==> config.mk <==
export PLATFORM = sky130hd
export DESIGN_NAME = dl_slot_tap
export DESIGN_NICKNAME = d
export VERILOG_FILES = /design/src/rtl/dl_slot_tap.sv
export SDC_FILE = /design/constraint.sdc
export NUM_CORES = 1
export LEC_CHECK = 0
export ABC_AREA = 1
export CORE_ASPECT_RATIO = 1.25
export CORE_UTILIZATION = 43
export DETAILED_ROUTE_END_ITERATION = 8
export HOLD_SLACK_MARGIN = 0.06
export PLACE_DENSITY = 0.84
export SETUP_SLACK_MARGIN = 0.02
export SLEW_MARGIN = 15
export SYNTH_ARGS = -nofsm -noshare
export SYNTH_HDL_FRONTEND = slang
export SYNTH_SLANG_ARGS = --single-unit
export TNS_END_PERCENT = 10
==> constraint.sdc <==
create_clock -name clk -period 1.8 [get_ports clk]
set_input_delay 0.36 -clock clk [delete_from_list [all_inputs] [get_ports clk]]
set_output_delay 0.36 -clock clk [all_outputs]
set_load 0.03 [all_outputs]
==> src/rtl/dl_slot_tap.sv <==
module dl_slot_tap #(
  parameter int SLOT_W = 5
) (
  input  logic              clk,
  input  logic              rst_n,
  input  logic              bit_en,
  input  logic [SLOT_W-1:0] slot_idx,
  input  logic [2:0]        bit_pos,
  input  logic              fbit,
  input  logic [SLOT_W-1:0] sel_slot,
  input  logic              sel_fbit,
  input  logic [7:0]        mask,
  input  logic              pack6,
  input  logic              rx_bit,
  output logic [7:0]        rx_byte,
  output logic              rx_valid,
  input  logic              tx_line_in,
  input  logic [7:0]        tx_byte,
  output logic              tx_line_out,
  output logic              tx_take
);
  logic [2:0] cnt;
  logic [7:0] acc;
  logic       slot_hit, link, wrap;
  logic [2:0] last;

  assign slot_hit = !fbit && (slot_idx == sel_slot) && mask[bit_pos];
  assign link     = bit_en && (sel_fbit ? fbit : slot_hit);
  assign last     = pack6 ? 3'd5 : 3'd7;
  assign wrap     = link && (cnt == last);

  assign tx_line_out = link ? tx_byte[cnt] : tx_line_in;
  assign tx_take     = wrap;

  always_ff @(posedge clk) begin
    if (!rst_n) begin
      cnt      <= '0;
      acc      <= '0;
      rx_byte  <= '0;
      rx_valid <= 1'b0;
    end else begin
      rx_valid <= wrap;
      if (link) begin
        acc[cnt] <= rx_bit;
        cnt      <= wrap ? 3'd0 : cnt + 3'd1;
      end
      if (wrap)
        rx_byte <= pack6 ? {2'b00, rx_bit, acc[4:0]} : {rx_bit, acc[6:0]};
    end
  end
endmodule

# Word-level counts from Yosys, hierarchy flattened
# Index checks and enable logic that the tools add are counted.
# W data, S select, Z words.
# classes
muxes,12
addsub,1
n_eq_ne,2
reduce_logical,6
order_cmp,3
# op_table
op,n
$bwmux W8,1
$lt A3 B4 Y1 const B,2
$mux W8,1
$bmux W1 S3,2
$eq A5 B5 Y1,1
$logic_and A1 B1 Y1,5
$mux W1,5
$add A3 B1 Y3 const B,1
$demux W1 S3,1
$eq A3 B3 Y1,1
$ge A3 B1 Y1 const B,1
$mux W3,1
$mux W2,1
$logic_not A1 Y1,1
# word_totals
out_inout_bits,11
inputBits,37
ff_bits,20
word_cells,28

# Logic depth before layout (Yosys ltp)
# depth
ltp_word,7
ltp_mapped,13
mapped_depth_nobuf,12

# Least setup slack after synthesis
# No wires, ideal clock.
# synth_timing
path_kind,in2out
from,input port fbit
to,output port tx_line_out
path_buffers,0
path_slack_ps,56
arrival_time_ps,1384
path_stages,9
cell_sequence,nor2_1 -> nand2_1 -> nor2_1 -> nand2_1 -> nor2_2 -> nand3_2 -> a21oi_4 -> nand3_1 -> nand2_1
# synth_between
elab_chain_cells,6
# synth_rtl
item,line,source
"start, declared",9,"input logic fbit,"
$logic_not A1 Y1,27,assign slot_hit = !fbit && (slot_idx == sel_slot) && mask[bit_pos];
$logic_and A1 B1 Y1 (2 in series),27,
$mux W1 (*),28,assign link = bit_en && (sel_fbit ? fbit : slot_hit);
$logic_and A1 B1 Y1 (*),28,
$mux W1 (*),32,assign tx_line_out = link ? tx_byte[cnt] : tx_line_in;
"end, declared",19,"output logic tx_line_out,"
# Every way passes the cells marked *; elsewhere a longest branch is shown, timed or not.

# Worst setup path in the final report
# layout_timing
from,input port bit_pos[1]
to,output port tx_line_out
# layout_between
elab_chain_cells,6
# layout_rtl
item,line,source
"start, declared",8,"input logic [2:0] bit_pos,"
$bmux W1 S3,27,
$mux W1 (implied by the code),27,
$logic_and A1 B1 Y1,27,
$mux W1,28,
$logic_and A1 B1 Y1,28,
$mux W1,32,
# Every way passes these cells. The select of a mux whose other input is x is not followed.

==> flow_summary.ini <==
[run]
maxCapViolations = 0

[synthesis]
yosysTopAreaCell = dfxtp_1
synth_ff_type = dfxtp_1
ys_seq_elements = 19
synth_top_family_by_area = simple AND/OR/NAND/NOR gates
yosys.area_share.simple_pct = 48.7
synth.distinct_cells = 22
yosysMostFrequentCell = nand2_1
synthTopCellsByCount = nand2_1, inv_1, nor2_1
async_reset_ff_share_pct = 0
synth_area_leaders = dfxtp_1, nand2_1, nand4_1
synth_area_um2 = 1240
synth_compound_area_share_pct = 3.72
synth.avg_cell_area_um2 = 6.13
ys_seq_area_share_pct = 30.6
yosys_warnings = 0
yosys.area_share.adder_pct = 1.01
synthCells = 203
synthMuxAreaShare_pct = 0
synth_top_area_share_pct = 30.6
syn-num-nets = 241
synth-xor-area-share_pct = 2.11
synth_edf_count = 0

[timing]
drv_slew = 0
finalSetupTns_ns = 0
timing.hold.ws_ns = 0.465
clock.fmax_mhz = 564
setup_ws_ns = 0.0259
tightestPinTransition_ns = 0.302
finalSetupViolCount = 0
clock_skew_ns = 0.00630
rsz0062_at_grt = yes
period_share_pct = 98.6
finalHoldViolCount = 0
slew_headroom_pct = 79.8
period_needed_ns = 1.77

[routing]
dr.first_iter.drc_count = 33
drc = 0
postRouteAntennaNets = 0
finalWirelength_um = 3000
dr.pass1.iters = 4
vias = 1402
viasPerCell = 4.80
wl_per_cell_um = 10.3

[floorplanning]
start_util_pct = 46.0
die_x_um = 50.1
die_y_um = 62.2
io-pin-count = 48
dieArea_um2 = 3120
placementRows = 21
core_area_um2 = 2710

[clock_network]
cts_buffers = 3
htree_levels = 1
path_clk_slew_ns = 0.11
clockBufferDepth = 2
cts_root_buffer = clkbuf_4
clock_sinks = 19
cts_hold_buf = 0
cts_tree = built
insertion_delay_ns = 0.29

[worst_setup_path]
crit_path_top_delay_cell = dlygate4sd2_1
crit_type = in2out
rr_worst_depth = 8
cp_common_cell = nand2_2
worstPathRequired_ns = 1.44
critPathLaunchType = input port
rr_endpoint = rx_byte[5]
r2r-start = cnt[2]
critPathCaptureType = primary output
cp_cell_sequence = dlygate4sd2_1 > inv_1 > nand3_1 > nand2_1 > nand2_2 > nand3_4 > nand2_4 > nand2_2 > nand2_2 > nand2_2 > buf_6
arrival_ns = 1.41
slowest_delay_ns = 0.25
reg2reg_slack_ns = 0.56
cp_top_family = simple AND/OR/NAND/NOR gates
crit_fanout = 5
crit_buf_inv = 3

[place]
placed_cell_area_um2 = 1780
portBuffers = 47
pre_cts_ws_ns = -0.362
routabilityCongestion = 0.836
dp_hpwl_um = 2270
dp.cells = 286

[global_routing]
first_global_vias = 1288
grt.total_usage_pct = 21.0
overflow = 0
antenna_found_initial = 0
grt_max_degree = 27
grt_pass1_wl_um = 5230

[cells_and_area]
fin_area_um2 = 1800
fin_util_pct = 66.7
final_nets = 297
fin_cells = 292
antennaDiodeCount = 0
syn2layout_area_growth_pct = 44.9
drive_gt1_share_pct = 20.2
fillers = 276

[pwr]
total_power_mw = 0.840
power_density_nw_per_um2 = 465
leakage_nw = 0.874
irDropWorstVdd_mv = 0.277

[min_path]
hp-class = reg2reg
min_to = rx_byte[3]
min_path_cells = 2
min_from = acc[3]

[status]
status = finished clean
==> sequential cells by signal, indices dropped and copies added (netlist names) <==
name	cells
rx_byte	8
acc	7
cnt	3
rx_valid	1
==> worst min-delay path, cell delays in order, from the launching register on <==
cell,delay (ns)
dfxtp_1,0.32
nand4_1,0.07
nand2_1,0.04
==> layout by cell type (no fill, tap or decap), types with 4 or more instances in the layout <==
cell	instances
buf_2	10
clkdlybuf4s50_1	21
nor2_1	26
nand3_2	4
inv_1	28
dfxtp_1	16
nand2_2	5
nand3_1	21
buf_6	4
nand4_1	18
nand2_1	54
dlygate4sd2_1	11
buf_4	13
==> metal layers <==
layer	share of wire, %	up-vias	GRT usage, %
met5	0	-	0
met4	0.90	0	7.14
met3	2.8	4	1.72
met2	51	34	37.5
met1	45	612	25.6
li1	-	752	-
==> repair_timing <==
action / CTS / global route
hold endpoints to repair: 0 / 0
buffers inserted: 1 / 1
setup endpoints to repair: 2 / 2
pin swaps: 27 / 7
resized for setup: 71 / 6
==> logic make-up (layout without fill, tap and decap cells) <==
logic type | after synthesis | count (layout)
AND/OR/NAND/NOR | 133 | 133
buffers and inverters | 40 | 95
flip-flops | 19 | 19
AO/OA/AOI/OAI | 7 | 7
XOR/XNOR | 3 | 3
adder cells (fa/ha/maj) | 1 | 1
==> cell type report <==
cell class	count	area [um2]	share of cell area (%)
multi-input combinational	144	727	40.3
timing repair buffer	60	504	27.9
clock buffer	3	22.5	1.25
inverter	31	116	6.45
tap	34	42.5	2.36
clock inverter	1	5.00	0.277
sequential	19	387	21.4
==> report_power, final <==
part / total (mW) / switching, mW / leakage (nW) / internal (mW)
Sequential: 0.431 / 0.00650 / 0.155 / 0.424
Clock: 0.212 / 0.130 / 0.0177 / 0.0826
Combinational: 0.197 / 0.0997 / 0.701 / 0.0971
==> worst max-delay path by stage <==
stage	cells after the start	end	from	slack [ns]
floorplan	9	tx_line_out	fbit	0.06
global placement	13	tx_line_out	sel_slot[1]	-0.33
detailed placement	13	tx_line_out	slot_idx[3]	-0.36
CTS	11	tx_line_out	sel_fbit	-0.03
global route	13	tx_line_out	sel_slot[1]	-0.06
finish	11	tx_line_out	bit_pos[1]	0.03
Power figures use the tool's default switching activity.
